File: config.mk
export PLATFORM = sky130hd
export DESIGN_NAME = tx_wm_fifo
export DESIGN_NICKNAME = d
export VERILOG_FILES = /design/src/rtl/txf_pkg.sv /design/src/rtl/txf_store.sv /design/src/rtl/txf_ctrl.sv /design/src/rtl/txf_wmark.sv /design/src/rtl/tx_wm_fifo.sv
export SDC_FILE = /design/constraint.sdc
export NUM_CORES = 1
export LEC_CHECK = 0
export CORE_MARGIN = 2
export CORE_UTILIZATION = 45
export DETAILED_ROUTE_END_ITERATION = 8
export PLACE_DENSITY = 0.79
export SKIP_CTS_REPAIR_TIMING = 1
export SYNTH_ARGS = -nofsm -noshare
export SYNTH_HDL_FRONTEND = slang
export SYNTH_SLANG_ARGS = --single-unit
File: constraint.sdc
create_clock -name clk -period 6.1 [get_ports clk]
set_input_delay 1.22 -clock clk [delete_from_list [all_inputs] [get_ports clk]]
set_output_delay 1.22 -clock clk [all_outputs]
set_load 0.02 [all_outputs]
File: src/rtl/txf_pkg.sv
package txf_pkg;
  localparam int DATA_W_DEF = 8;
  localparam int DEPTH_DEF  = 4;
  localparam int WM_W_DEF   = 2;

  function automatic int cnt_bits(input int depth);
    return $clog2(depth + 1);
  endfunction

  function automatic int addr_bits(input int depth);
    return (depth > 1) ? $clog2(depth) : 1;
  endfunction
endpackage

File: src/rtl/txf_store.sv
module txf_store #(
  parameter int DATA_W = 8,
  parameter int DEPTH  = 4,
  parameter int AW     = 2
) (
  input  logic              clk,
  input  logic              we,
  input  logic [AW-1:0]     waddr,
  input  logic [DATA_W-1:0] wdata,
  input  logic              re,
  input  logic [AW-1:0]     raddr,
  output logic [DATA_W-1:0] rdata
);
  logic [DATA_W-1:0] mem [DEPTH];

  always_ff @(posedge clk) begin
    if (we) mem[waddr] <= wdata;
    if (re) rdata <= mem[raddr];
  end
endmodule

File: src/rtl/txf_ctrl.sv
module txf_ctrl #(
  parameter int DEPTH = 4,
  parameter int AW    = 2,
  parameter int CNT_W = 3
) (
  input  logic             clk,
  input  logic             rst,
  input  logic             push,
  input  logic             pop,
  input  logic             flush,
  output logic             we,
  output logic [AW-1:0]    waddr,
  output logic             re,
  output logic [AW-1:0]    raddr,
  output logic [CNT_W-1:0] level,
  output logic             pop_valid,
  output logic             ovf
);
  localparam logic [CNT_W-1:0] FULL_CNT = CNT_W'(DEPTH);
  localparam logic [AW-1:0]    LAST_PTR = AW'(DEPTH - 1);

  logic [AW-1:0]    wp, rp;
  logic [CNT_W-1:0] cnt;
  logic             full, empty, do_push, do_pop;

  assign full    = (cnt == FULL_CNT);
  assign empty   = (cnt == '0);
  assign do_push = push & ~flush & ~full;
  assign do_pop  = pop & ~flush & ~empty;

  function automatic logic [AW-1:0] bump(input logic [AW-1:0] p);
    return (p == LAST_PTR) ? '0 : p + 1'b1;
  endfunction

  always_ff @(posedge clk) begin
    if (rst || flush) begin
      wp        <= '0;
      rp        <= '0;
      cnt       <= '0;
      pop_valid <= 1'b0;
      ovf       <= 1'b0;
    end else begin
      if (do_push) wp <= bump(wp);
      if (do_pop)  rp <= bump(rp);
      case ({do_push, do_pop})
        2'b10:   cnt <= cnt + 1'b1;
        2'b01:   cnt <= cnt - 1'b1;
        default: cnt <= cnt;
      endcase
      pop_valid <= do_pop;
      ovf       <= push & full;
    end
  end

  assign we    = do_push;
  assign waddr = wp;
  assign re    = do_pop;
  assign raddr = rp;
  assign level = cnt;


  level_bound_chk: assert property (@(posedge clk) disable iff (rst) cnt <= FULL_CNT);

  flush_empty_chk: assert property (@(posedge clk) disable iff (rst) flush |=> (cnt == '0 && !pop_valid));

  push_pop_hold_chk: assert property (@(posedge clk) disable iff (rst)
    (push && pop && !flush && !full && !empty) |=> $stable(cnt));

  full_drop_chk: assert property (@(posedge clk) disable iff (rst)
    (push && full && !flush && !pop) |=> (ovf && $stable(cnt)));

  empty_pop_chk: assert property (@(posedge clk) disable iff (rst)
    (pop && empty) |=> !pop_valid);

  pop_dec_chk: assert property (@(posedge clk) disable iff (rst)
    (pop && !push && !empty && !flush) |=> (pop_valid && cnt == $past(cnt) - 1'b1));
endmodule

File: src/rtl/txf_wmark.sv
module txf_wmark #(
  parameter int WM_W  = 2,
  parameter int CNT_W = 3
) (
  input  logic             clk,
  input  logic             rst,
  input  logic             wm_we,
  input  logic [WM_W-1:0]  wm_wdata,
  input  logic [CNT_W-1:0] level,
  output logic [WM_W-1:0]  wm_q,
  output logic             req
);
  logic at_or_below;
  assign at_or_below = ({{(CNT_W > WM_W ? CNT_W - WM_W : 1){1'b0}}, wm_q} >= {1'b0, level});

  always_ff @(posedge clk) begin
    if (rst) begin
      wm_q <= '0;
      req  <= 1'b1;
    end else begin
      if (wm_we) wm_q <= wm_wdata;
      req <= at_or_below;
    end
  end


  req_track_chk: assert property (@(posedge clk) disable iff (rst)
    1'b1 |=> (req == ($past(level) <= CNT_W'($past(wm_q)))));

  wm_load_chk: assert property (@(posedge clk) disable iff (rst)
    wm_we |=> (wm_q == $past(wm_wdata)));

  reset_state_chk: assert property (@(posedge clk) rst |=> (req && wm_q == '0));
endmodule

File: src/rtl/tx_wm_fifo.sv
module tx_wm_fifo
  import txf_pkg::*;
#(
  parameter int DATA_W = DATA_W_DEF,
  parameter int DEPTH  = DEPTH_DEF,
  parameter int WM_W   = WM_W_DEF,
  parameter int CNT_W  = cnt_bits(DEPTH)
) (
  input  logic              clk,
  input  logic              rst,
  input  logic              sw_rst,
  input  logic              wr_en,
  input  logic [DATA_W-1:0] wr_data,
  input  logic              flush,
  input  logic              wm_we,
  input  logic [WM_W-1:0]   wm_wdata,
  input  logic              pop_req,
  output logic              pop_valid,
  output logic [DATA_W-1:0] pop_data,
  output logic [CNT_W-1:0]  level,
  output logic [WM_W-1:0]   wm_q,
  output logic              tx_req,
  output logic              ovf
);
  localparam int AW = addr_bits(DEPTH);

  logic          rst_all;
  logic          mem_we, mem_re;
  logic [AW-1:0] mem_waddr, mem_raddr;

  assign rst_all = rst | sw_rst;

  txf_ctrl #(.DEPTH(DEPTH), .AW(AW), .CNT_W(CNT_W)) u_ctrl (
    .clk(clk), .rst(rst_all), .push(wr_en), .pop(pop_req), .flush(flush),
    .we(mem_we), .waddr(mem_waddr), .re(mem_re), .raddr(mem_raddr),
    .level(level), .pop_valid(pop_valid), .ovf(ovf)
  );

  txf_store #(.DATA_W(DATA_W), .DEPTH(DEPTH), .AW(AW)) u_store (
    .clk(clk), .we(mem_we), .waddr(mem_waddr), .wdata(wr_data),
    .re(mem_re), .raddr(mem_raddr), .rdata(pop_data)
  );

  txf_wmark #(.WM_W(WM_W), .CNT_W(CNT_W)) u_wmark (
    .clk(clk), .rst(rst_all), .wm_we(wm_we), .wm_wdata(wm_wdata),
    .level(level), .wm_q(wm_q), .req(tx_req)
  );
endmodule

==> results of run 1 <==
[state kept, by name, indices dropped and copies added (netlist names)]
signal,flops
u_ctrl.level,3
u_ctrl.ovf,1
u_ctrl.pop_valid,1
u_ctrl.raddr,2
u_ctrl.waddr,2
u_store.mem,32
u_store.rdata,8
u_wmark.req,1
u_wmark.wm_q,2
[worst max-delay path by stage]
stage	from	cells after the start	slack (ns)	endpoint
3_5_place_dp	flush	9	1.93	u_ctrl.level[2]
6_report	flush	9	2.24	u_ctrl.level[2]
2_1_floorplan	flush	8	2.86	u_ctrl.level[2]
3_3_place_gp	flush	9	2.06	u_ctrl.level[2]
4_1_cts	flush	9	2.18	u_ctrl.level[2]
5_1_grt	flush	9	2.06	u_ctrl.level[2]
[layout make-up]
type,count,area (sq um)
Timing Repair Buffer,32,320.3
Fill cell,344,1859
Multi-Input combinational cell,62,581.8
Tap cell,52,65.06
Sequential cell,52,1441
Inverter,7,26.28
Clock buffer,8,90.09
[cells by family after synthesis]
kind of cell / Yosys count / synth area share, %
AO/OA/AOI/OAI: 11 / 3.379
XOR/XNOR: 2 / 0.8451
adder cells (fa/ha/maj): 9 / 5.794
buffers and inverters: 11 / 2.414
flip-flops: 52 / 69.52
multiplexers: 10 / 9.656
AND/OR/NAND/NOR: 30 / 8.389
[routing by layer]
layer	vias to the layer above	global-route usage, %	share of wire, %	routed length [um]
met5	-	0	0	0
met4	0	4.403	1.3	49
met3	7	4.501	5.7	209
met2	39	27.06	51	1896
met1	561	18.42	41	1526
li1	540	-	-	-
[power groups by stage]
stage | clock, uW | sequential, uW | combinational, uW
finish | 197 | 386 | 29.6
global route | 216 | 386 | 32.4
CTS | 199 | 386 | 29.9
detailed placement | 0 | 394 | 29.7
global placement | 0 | 394 | 28.6
floorplan | 0 | 395 | 10.9
[Yosys cell counts, types with 2 or more instances]
master                     instances
sky130_fd_sc_hd__a21oi_1           5
sky130_fd_sc_hd__and3_2            4
sky130_fd_sc_hd__dfxtp_1          12
sky130_fd_sc_hd__edfxtp_1         40
sky130_fd_sc_hd__ha_1              8
sky130_fd_sc_hd__inv_1             7
sky130_fd_sc_hd__mux2i_1           2
sky130_fd_sc_hd__mux4_2            8
sky130_fd_sc_hd__nand2b_1          2
sky130_fd_sc_hd__nand4_1           2
sky130_fd_sc_hd__nor2_1            7
sky130_fd_sc_hd__nor2b_1           2
sky130_fd_sc_hd__nor3_1            4
sky130_fd_sc_hd__o21ai_0           4
sky130_fd_sc_hd__o31ai_2           2
sky130_fd_sc_hd__or3_1             2
sky130_fd_sc_hd__xor2_1            2
[through the flow]
step                utilization, %  cells  cell area, sq um
finish                       57.59    213              2525
global route                 57.59    213              2525
CTS                          57.59    213              2525
detailed placement           55.54    205              2435
global placement             55.54    205              2435
floorplan                        -    125              2073
[critical path, cell delays in order]
cell	delay (ns)
sky130_fd_sc_hd__clkdlybuf4s50_1	0.46
sky130_fd_sc_hd__nand2b_1	0.21
sky130_fd_sc_hd__nor2_1	0.68
sky130_fd_sc_hd__ha_1	0.33
sky130_fd_sc_hd__inv_1	0.07
sky130_fd_sc_hd__fa_1	0.37
sky130_fd_sc_hd__xor2_1	0.17
sky130_fd_sc_hd__or3_2	0.42
sky130_fd_sc_hd__a21oi_1	0.17
==> results_tabular.tex, run 1 <==
\begin{tabular}{lr}
\hline
Metric & Value \\
\hline
\multicolumn{2}{l}{\textbf{Outcome}} \\
\quad Outcome & complete, no violations \\
\multicolumn{2}{l}{\textbf{Synthesis}} \\
\quad Number of warnings reported in the yosys synthesis log & 0 \\
\quad Netlist Area Pre-Place & 0.002073 sq mm \\
\quad Fraction of the yosys area taken by sequential cells & 69.52\% \\
\quad Largest cells by area after synthesis & sky130\_fd\_sc\_hd\_\_edfxtp\_1, sky130\_fd\_sc\_hd\_\_dfxtp\_1, sky130\_fd\_sc\_hd\_\_mux4\_2 \\
\quad Top cell type's share of synthesized area & 57.94\% \\
\quad Mapped Avg Cell Area & 16.59 sq um \\
\quad Number of synthesized register bits & 52 \\
\quad Fraction of registers with async set or reset after synthesis & 0\% \\
\quad Synth Instances & 125 \\
\quad Primary flip-flop cell chosen by synthesis mapping & sky130\_fd\_sc\_hd\_\_edfxtp\_1 \\
\quad Yosys top cell by area & sky130\_fd\_sc\_hd\_\_edfxtp\_1 \\
\quad Unique masters post-synth & 29 \\
\quad Post-synth net total & 151 \\
\quad Number of enable-type register cells in the synthesized netlist & 40 \\
\multicolumn{2}{l}{\textbf{Global routing}} \\
\quad Pin count of the biggest net entering global routing & 15 \\
\quad Vias in the first global route & 1203 \\
\quad Global-route total usage across every layer & 15.40\% \\
\quad Global-route wire length before repair & 5899 um \\
\quad Remaining global-route overflow & 0 \\
\quad Number of antenna violations at the first check in global routing & 0 \\
\multicolumn{2}{l}{\textbf{Power and ir drop}} \\
\quad Proportion of power drawn by combinational gates & 4.8\% \\
\quad Standby leakage power & 0.0008330 uW \\
\quad Relative contribution of the clock network to total power & 32.2\% \\
\quad Psw & 119.7 uW \\
\quad Total chip power & 613.1 uW \\
\quad Switching portion of total power & 19.53\% \\
\quad Largest voltage drop on the vdd net & 0.0001298 V \\
\quad Power Dens Cells & 242.8 mW/mm\^{}2 \\
\quad Fraction of power consumed by sequential logic & 63.0\% \\
\quad Cell internal pwr & 493.3 uW \\
\multicolumn{2}{l}{\textbf{Floorplanning}} \\
\quad Width of the die & 71.88 um \\
\quad Number of rows created at floorplan & 24 \\
\quad Core area & 0.004384 sq mm \\
\quad Starting density of the core & 47.29\% \\
\quad Die area & 0.005166 sq mm \\
\quad Overall die height & 71.88 um \\
\quad I/O pin count & 33 \\
\multicolumn{2}{l}{\textbf{CTS}} \\
\quad Clock root buffer master & sky130\_fd\_sc\_hd\_\_clkbuf\_8 \\
\quad H-tree depth & 2 \\
\quad Clock transition at path regs & 0.09 ns \\
\quad Total number of clock tree sinks & 52 \\
\quad Number of buffers created by CTS & 5 \\
\quad TritonCTS clock tree & done \\
\quad Worst-case clock buffer depth & 2 \\
\quad Worst-Skew Late Latency & 0.30 ns \\
\multicolumn{2}{l}{\textbf{Timing}} \\
\quad Hold Fails Final Rpt & 0 \\
\quad Slew Limit Fails & 0 \\
\quad Worst hold slack & 0.5682 ns \\
\quad Worst max-slew margin expressed relative to the limit & 43.08\% \\
\quad Unrepaired setup endpoints after global routing & false \\
\quad Final Cycle Share & 63.22\% \\
\quad Clock skew & 0.007257 ns \\
\quad Minimum setup slack in the final design & 2.243 ns \\
\quad Setup violation total in the final timing report & 0 \\
\quad Minimum clock period & 3.857 ns \\
\quad TNS Setup & 0 ns \\
\quad Slew @ Worst Pin & 0.8507 ns \\
\quad Achievable Freq & 0.2593 GHz \\
\multicolumn{2}{l}{\textbf{Route}} \\
\quad Final routed wirelength across all metal layers & 3682 um \\
\quad DRT Pass-1 Iters & 4 \\
\quad Routed Antenna Nets & 0 \\
\quad Via total after detailed routing & 1147 \\
\quad Residual DRC count & 0 \\
\quad Starting DRT DRC Count & 46 \\
\quad Detailed-route vias per instance & 5.385 \\
\quad Routed length per instance & 17.29 um \\
\multicolumn{2}{l}{\textbf{Setup path}} \\
\quad Reg2reg end & u\_ctrl.level[2] \\
\quad FF-to-FF setup slack & 3.25 ns \\
\quad Endpoint arrival time on the critical path & 4.09 ns \\
\quad RR Startpoint & u\_ctrl.level[0] \\
\quad Crit path max fanout & 9 \\
\quad Worst Path Class, Setup & input port to flop \\
\quad Element type at the critical path start & input port \\
\quad Depth of the worst register-to-register path & 8 \\
\quad Required time of the critical path & 6.33 ns \\
\quad Kind of end point of the critical path & flop \\
\multicolumn{2}{l}{\textbf{Final layout}} \\
\quad Share of layout cells above drive strength 1 & 13.66\% \\
\quad Most used cells in the layout excluding fill and tap cells & sky130\_fd\_sc\_hd\_\_edfxtp\_1, sky130\_fd\_sc\_hd\_\_clkdlybuf4s50\_1, sky130\_fd\_sc\_hd\_\_dfxtp\_1 \\
\quad N\_diodes & 0 \\
\quad Commonest non-fill, non-tap cell in the layout & sky130\_fd\_sc\_hd\_\_edfxtp\_1 \\
\quad Post-layout nets & 186 \\
\quad Growth of design area from synthesis to finish & 21.79\% \\
\multicolumn{2}{l}{\textbf{Min path}} \\
\quad Number of instances on the worst hold path & 2 \\
\quad Worst min-delay path class & flop to flop \\
\quad Worst Hold End & u\_wmark.wm\_q[0] \\
\quad Critical hold path startpoint & u\_wmark.wm\_q[0] \\
\multicolumn{2}{l}{\textbf{Placement}} \\
\quad Placer Congestion & 0.6990 \\
\quad Placement Setup Slack & 1.926 ns \\
\quad Port buffer count & 32 \\
\quad Dpl hpwl & 2590 um \\
\multicolumn{2}{l}{\textbf{Job}} \\
\quad Number of violations of the max-capacitance limit & 0 \\
\hline
\end{tabular}
No activity file was read; power rests on OpenSTA's default activity.
==> run 2: changes to the inputs <==
PLACE_DENSITY = 0.82   (was 0.79)
clock period = 3.5 ns   (was 6.1 ns; I/O delays follow)
==> run 2 against run 1 <==
  * Utilization shrank 0.057 points
  * Global-route usage down 0.35 points
  * Die area unchanged
  * Via count decreased by 1.8%
  * Sequential cell count is the same
  * Clock skew down 0.0013 ns
  * Critical path depth rose by 1
  * First-iteration DRC count grew to 2.7 times the previous value
  * Sequential share of layout area increased by 0.057 points
  * Register-to-register slack worse by 2.4 ns
  * Hold slack worse by 0.012 ns
  * Design area is essentially flat
  * Largest power group unchanged
==> results_tabular.tex, run 2 (synthesized netlist as in run 1, its figures left out) <==
\begin{tabular}{lr}
\hline
Metric & Value \\
\hline
\multicolumn{2}{l}{\textbf{Outcome}} \\
\quad Outcome & complete, no violations \\
\multicolumn{2}{l}{\textbf{Final layout}} \\
\quad Growth of design area from synthesis to finish & 21.67\% \\
\quad Post-layout nets & 187 \\
\quad Filler cell count & 352 \\
\quad Final design area excluding fillers & 0.002522 sq mm \\
\quad Register bank with the most flops & u\_store.mem \\
\quad Most used cells in the layout excluding fill and tap cells & sky130\_fd\_sc\_hd\_\_edfxtp\_1, sky130\_fd\_sc\_hd\_\_clkdlybuf4s50\_1, sky130\_fd\_sc\_hd\_\_dfxtp\_1 \\
\quad Share of layout cells above drive strength 1 & 13.58\% \\
\quad Flip-flop count of the largest register after layout & 32 \\
\quad Commonest non-fill, non-tap cell in the layout & sky130\_fd\_sc\_hd\_\_edfxtp\_1 \\
\quad N\_diodes & 0 \\
\multicolumn{2}{l}{\textbf{Setup path}} \\
\quad Endpoint arrival time on the critical path & 2.96 ns \\
\quad Crit path max fanout & 8 \\
\quad Cell type group with the largest total delay on the critical path & simple AND/OR/NAND/NOR gates \\
\quad Worst Path Class, Setup & input port to flop \\
\quad Element type at the critical path start & input port \\
\quad Most used cell, CP & sky130\_fd\_sc\_hd\_\_inv\_1 \\
\quad Required time of the critical path & 3.73 ns \\
\quad Buffering stage count on the worst path with inverters included & 3 \\
\quad Longest individual stage delay on the worst path & 0.52 ns \\
\quad Cell-by-cell listing of the critical path & clkdlybuf4s50\_1 > nor2b\_1 > and2\_4 > inv\_1 > ha\_1 > inv\_1 > fa\_1 > xor2\_1 > or3\_2 > a21oi\_1 \\
\quad Highest-delay cell along the critical path & sky130\_fd\_sc\_hd\_\_clkdlybuf4s50\_1 \\
\quad Kind of end point of the critical path & flop \\
\multicolumn{2}{l}{\textbf{Global routing}} \\
\quad Remaining global-route overflow & 0 \\
\quad Global-route total usage across every layer & 15.05\% \\
\quad Global-route wire length before repair & 5699 um \\
\quad Vias in the first global route & 1207 \\
\quad Number of antenna violations at the first check in global routing & 0 \\
\quad Pin count of the biggest net entering global routing & 15 \\
\multicolumn{2}{l}{\textbf{CTS}} \\
\quad Clock root buffer master & sky130\_fd\_sc\_hd\_\_clkbuf\_8 \\
\quad TritonCTS clock tree & done \\
\quad Worst-case clock buffer depth & 2 \\
\quad Total number of clock tree sinks & 52 \\
\quad Worst-Skew Late Latency & 0.30 ns \\
\quad H-tree depth & 2 \\
\quad Clock transition at path regs & 0.08 ns \\
\quad Number of buffers created by CTS & 5 \\
\multicolumn{2}{l}{\textbf{Timing}} \\
\quad Achievable Freq & 0.3666 GHz \\
\quad Minimum clock period & 2.728 ns \\
\quad Final Cycle Share & 77.94\% \\
\quad Worst hold slack & 0.5562 ns \\
\quad Unrepaired setup endpoints after global routing & false \\
\quad Setup violation total in the final timing report & 0 \\
\quad Worst max-slew margin expressed relative to the limit & 57.12\% \\
\quad Clock skew & 0.005941 ns \\
\quad Slew @ Worst Pin & 0.6423 ns \\
\quad Minimum setup slack in the final design & 0.7721 ns \\
\quad TNS Setup & 0 ns \\
\quad Slew Limit Fails & 0 \\
\quad Hold Fails Final Rpt & 0 \\
\multicolumn{2}{l}{\textbf{Power and ir drop}} \\
\quad Switching portion of total power & 19.55\% \\
\quad Total chip power & 1041 uW \\
\quad Cell internal pwr & 837.8 uW \\
\quad Standby leakage power & 0.0008328 uW \\
\quad Largest voltage drop on the vdd net & 0.0001893 V \\
\quad Fraction of power consumed by sequential logic & 64.6\% \\
\quad Psw & 203.6 uW \\
\quad Relative contribution of the clock network to total power & 30.4\% \\
\quad Proportion of power drawn by combinational gates & 5.0\% \\
\quad Power Dens Cells & 412.9 mW/mm\^{}2 \\
\multicolumn{2}{l}{\textbf{Floorplanning}} \\
\quad Width of the die & 71.88 um \\
\quad Starting density of the core & 47.29\% \\
\quad I/O pin count & 33 \\
\quad Die area & 0.005166 sq mm \\
\quad Overall die height & 71.88 um \\
\quad Number of rows created at floorplan & 24 \\
\quad Core area & 0.004384 sq mm \\
\multicolumn{2}{l}{\textbf{Min path}} \\
\quad Worst min-delay path class & flop to flop \\
\multicolumn{2}{l}{\textbf{Route}} \\
\quad Residual DRC count & 0 \\
\quad Detailed-route vias per instance & 5.262 \\
\quad Starting DRT DRC Count & 124 \\
\quad Final routed wirelength across all metal layers & 3604 um \\
\quad Routed length per instance & 16.84 um \\
\quad DRT Pass-1 Iters & 4 \\
\quad Routed Antenna Nets & 0 \\
\quad Via total after detailed routing & 1126 \\
\multicolumn{2}{l}{\textbf{Placement}} \\
\quad Placer Congestion & 0.8011 \\
\quad Placement Setup Slack & 0.4822 ns \\
\quad Area after detailed placement & 0.002442 sq mm \\
\quad Dpl hpwl & 2608 um \\
\quad Port buffer count & 32 \\
\multicolumn{2}{l}{\textbf{Job}} \\
\quad Number of violations of the max-capacitance limit & 0 \\
\hline
\end{tabular}
==> run 2: routing by layer <==
metal / routed length (um) / part of all wire, % / up-vias / GRT usage (%)
met1: 1527 / 42 / 540 / 17.43
met4: 59 / 1.6 / 0 / 7.547
met5: 0 / 0 / - / 0
met3: 182 / 5.0 / 5 / 3.235
met2: 1835 / 51 / 35 / 26.34
li1: - / - / 546 / -
==> run 2: power groups by stage <==
stage               Sequential (uW)  Clock [uW]  Combinational [uW]
floorplan                       688           0                19.0
global placement                686           0                49.7
detailed placement              687           0                52.5
CTS                             673         324                52.7
global route                    673         344                56.8
finish                          672         317                52.1
==> run 2: final cells by class <==
| class | instances | area [sq um] | area share (%) |
|---|---|---|---|
| multi-input cells | 62 | 581.8 | 23.07 |
| flip-flops and latches | 52 | 1441 | 57.14 |
| well taps | 52 | 65.06 | 2.579 |
| repair buffers | 33 | 327.8 | 13.00 |
| clock buffers | 7 | 76.32 | 3.026 |
| inverters | 7 | 26.28 | 1.042 |
| clock inverters | 1 | 3.754 | 0.1488 |
==> run 2: metrics by stage <==
| stage | cells | utilization (%) |
|---|---|---|
| floorplan | 125 | - |
| global placement | 206 | 55.71 |
| detailed placement | 206 | 55.71 |
| CTS | 214 | 57.53 |
| global route | 214 | 57.53 |
| finish | 214 | 57.53 |
==> run 2: tightest hold or removal path: cells and delay by family, from the launching register on <==
family | cells | cell delay, ns
flops | 1 | 0.33
mux | 1 | 0.13
simple gates | 1 | 0.05
==> run 2: worst paths after layout <==
check	from	to	slack, ns	depth (start not counted)
hold / removal	u_wmark.wm_q[0]	u_wmark.wm_q[0]	0.56	2
setup / recovery	flush	u_ctrl.level[2]	0.77	10
hold reg to reg	u_wmark.wm_q[0]	u_wmark.wm_q[0]	0.56	2
setup reg to reg	u_ctrl.level[2]	u_ctrl.level[2]	0.88	9
==> run 3: changes to the inputs <==
PLACE_DENSITY = 0.79   (was 0.82)
clock period = 2.65 ns   (was 3.5 ns; I/O delays follow)
==> run 3 against run 2 <==
  * Clock skew up 0.0024 ns
  * Non-clock buffer count increased by 6
  * Hold slack improved by 0.036 ns
  * Combinational power rose by 39%
  * Final cell count grew 2.8%
  * Via count is 4.2% higher
  * Power up 33%
  * Critical path depth down 1
  * Clock power rose by 34%
  * Utilization is 1.1 points higher
  * Worst setup slack worse by 0.61 ns
  * Critical endpoint unchanged
==> results_tabular.tex, run 3 (synthesized netlist as in run 1, its figures left out) <==
\begin{tabular}{lr}
\hline
Metric & Value \\
\hline
\multicolumn{2}{l}{\textbf{Timing}} \\
\quad TNS Setup & 0 ns \\
\quad Worst max-slew margin expressed relative to the limit & 57.36\% \\
\quad Achievable Freq & 0.4026 GHz \\
\quad Slew @ Worst Pin & 0.6388 ns \\
\quad Setup violation total in the final timing report & 0 \\
\quad Clock skew & 0.008358 ns \\
\quad Final Cycle Share & 93.72\% \\
\quad Unrepaired setup endpoints after global routing & false \\
\quad Slew Limit Fails & 0 \\
\quad Worst hold slack & 0.5921 ns \\
\quad Hold Fails Final Rpt & 0 \\
\quad Minimum clock period & 2.484 ns \\
\multicolumn{2}{l}{\textbf{Route}} \\
\quad Detailed-route vias per instance & 5.332 \\
\quad Via total after detailed routing & 1173 \\
\quad Routed length per instance & 16.70 um \\
\quad Routed Antenna Nets & 0 \\
\quad Residual DRC count & 0 \\
\quad Final routed wirelength across all metal layers & 3674 um \\
\quad Starting DRT DRC Count & 112 \\
\quad DRT Pass-1 Iters & 4 \\
\multicolumn{2}{l}{\textbf{Power and ir drop}} \\
\quad Power Dens Cells & 539.3 mW/mm\^{}2 \\
\quad Standby leakage power & 0.0008653 uW \\
\quad Total chip power & 1385 uW \\
\quad Largest voltage drop on the vdd net & 0.0002238 V \\
\multicolumn{2}{l}{\textbf{CTS}} \\
\quad Number of buffers created by CTS & 5 \\
\quad TritonCTS clock tree & done \\
\quad Worst-Skew Late Latency & 0.30 ns \\
\quad Total number of clock tree sinks & 52 \\
\quad Clock root buffer master & sky130\_fd\_sc\_hd\_\_clkbuf\_8 \\
\quad Worst-case clock buffer depth & 2 \\
\quad Clock transition at path regs & 0.09 ns \\
\quad H-tree depth & 2 \\
\multicolumn{2}{l}{\textbf{Outcome}} \\
\quad Outcome & complete, no violations \\
\multicolumn{2}{l}{\textbf{Floorplanning}} \\
\quad Core area & 0.004384 sq mm \\
\quad Starting density of the core & 47.29\% \\
\quad Number of rows created at floorplan & 24 \\
\quad Width of the die & 71.88 um \\
\quad I/O pin count & 33 \\
\quad Die area & 0.005166 sq mm \\
\quad Overall die height & 71.88 um \\
\multicolumn{2}{l}{\textbf{Setup path}} \\
\quad Reg2reg end & u\_ctrl.level[2] \\
\quad Element type at the critical path start & input port \\
\quad Endpoint arrival time on the critical path & 2.72 ns \\
\quad FF-to-FF setup slack & 0.23 ns \\
\quad RR Startpoint & u\_ctrl.level[0] \\
\quad Worst Path Class, Setup & input port to flop \\
\quad Depth of the worst register-to-register path & 9 \\
\quad Crit path max fanout & 4 \\
\quad Required time of the critical path & 2.89 ns \\
\quad Kind of end point of the critical path & flop \\
\multicolumn{2}{l}{\textbf{Final layout}} \\
\quad Commonest non-fill, non-tap cell in the layout & sky130\_fd\_sc\_hd\_\_edfxtp\_1 \\
\quad Share of layout cells above drive strength 1 & 17.26\% \\
\quad N\_diodes & 0 \\
\quad Flip-flop count of the largest register after layout & 32 \\
\quad Filler cell count & 327 \\
\quad Growth of design area from synthesis to finish & 23.90\% \\
\quad Core occupancy in the finished layout & 58.59\% \\
\quad Post-layout nets & 193 \\
\quad Most used cells in the layout excluding fill and tap cells & sky130\_fd\_sc\_hd\_\_edfxtp\_1, sky130\_fd\_sc\_hd\_\_clkdlybuf4s50\_1, sky130\_fd\_sc\_hd\_\_dfxtp\_1 \\
\quad Register bank with the most flops & u\_store.mem \\
\quad Final design area excluding fillers & 0.002569 sq mm \\
\multicolumn{2}{l}{\textbf{Global routing}} \\
\quad Number of antenna violations at the first check in global routing & 0 \\
\quad Pin count of the biggest net entering global routing & 16 \\
\quad Global-route wire length before repair & 5968 um \\
\quad Vias in the first global route & 1255 \\
\quad Global-route total usage across every layer & 15.64\% \\
\quad Remaining global-route overflow & 0 \\
\multicolumn{2}{l}{\textbf{Min path}} \\
\quad Worst min-delay path class & flop to flop \\
\quad Critical hold path startpoint & u\_ctrl.waddr[0] \\
\quad Worst Hold End & u\_ctrl.waddr[0] \\
\quad Number of instances on the worst hold path & 2 \\
\multicolumn{2}{l}{\textbf{Placement}} \\
\quad Dpl hpwl & 2639 um \\
\quad Placer Congestion & 0.7740 \\
\quad Area after detailed placement & 0.002487 sq mm \\
\quad Port buffer count & 32 \\
\multicolumn{2}{l}{\textbf{Job}} \\
\quad Number of violations of the max-capacitance limit & 0 \\
\hline
\end{tabular}
-- run 3: cell count changes in the layout (fill, tap and decap cells not counted) --
cell,previous run,this run
sky130_fd_sc_hd__buf_4,1,7
sky130_fd_sc_hd__clkinv_2,0,1
sky130_fd_sc_hd__clkinv_1,1,0
-- run 3: per-stage QoR --
step	std cells	worst slack (ns)
final	220	0.1663
after global placement	212	-0.02670
after floorplan	125	0.09905
after CTS	220	0.1671
after global routing	220	0.04535
after detailed placement	212	-0.1635
-- run 3: metal layers --
layer | vias up | routed length (um) | track usage [%]
li1 | 556 | - | -
met2 | 40 | 1899 | 27.37
met5 | - | 0 | 0
met4 | 0 | 57 | 5.031
met3 | 8 | 277 | 5.485
met1 | 569 | 1440 | 17.97
-- run 3: worst max path at each step --
stage,from,to,slack (ns)
after floorplan,flush,u_ctrl.level[2],0.1
after global placement,flush,u_ctrl.level[2],-0.03
after detailed placement,flush,u_ctrl.level[2],-0.16
after CTS,flush,u_ctrl.level[2],0.17
after global routing,flush,u_ctrl.level[2],0.05
final,flush,u_ctrl.level[2],0.17
-- run 3: area by class of cell --
type / instances / area, sq um / share of cell area [%]
Clock buffer: 7 / 76.32 / 2.971
Clock inverter: 1 / 5.005 / 0.1948
Tap cell: 52 / 65.06 / 2.533
Inverter: 7 / 26.28 / 1.023
Multi-Input combinational cell: 62 / 581.8 / 22.65
Timing Repair Buffer: 39 / 372.9 / 14.52
Sequential cell: 52 / 1441 / 56.11
-- run 3: critical path, stage by stage --
cell	delay, ns
sky130_fd_sc_hd__clkdlybuf4s50_1	0.45
sky130_fd_sc_hd__nand2b_1	0.21
sky130_fd_sc_hd__nor2_1	0.18
sky130_fd_sc_hd__ha_1	0.21
sky130_fd_sc_hd__inv_1	0.06
sky130_fd_sc_hd__fa_1	0.37
sky130_fd_sc_hd__xor2_1	0.16
sky130_fd_sc_hd__or3_2	0.41
sky130_fd_sc_hd__a21oi_1	0.14
-- run 3: where the power goes --
| part | leakage (uW) | internal, uW | switching [uW] | total, uW |
|---|---|---|---|---|
| sequential | 0.000460 | 884 | 3.92 | 888 |
| combinational | 0.000363 | 41.0 | 31.6 | 72.6 |
| clock | 0.0000422 | 186 | 239 | 425 |
| total | 0.000865 | 1110 | 274 | 1390 |
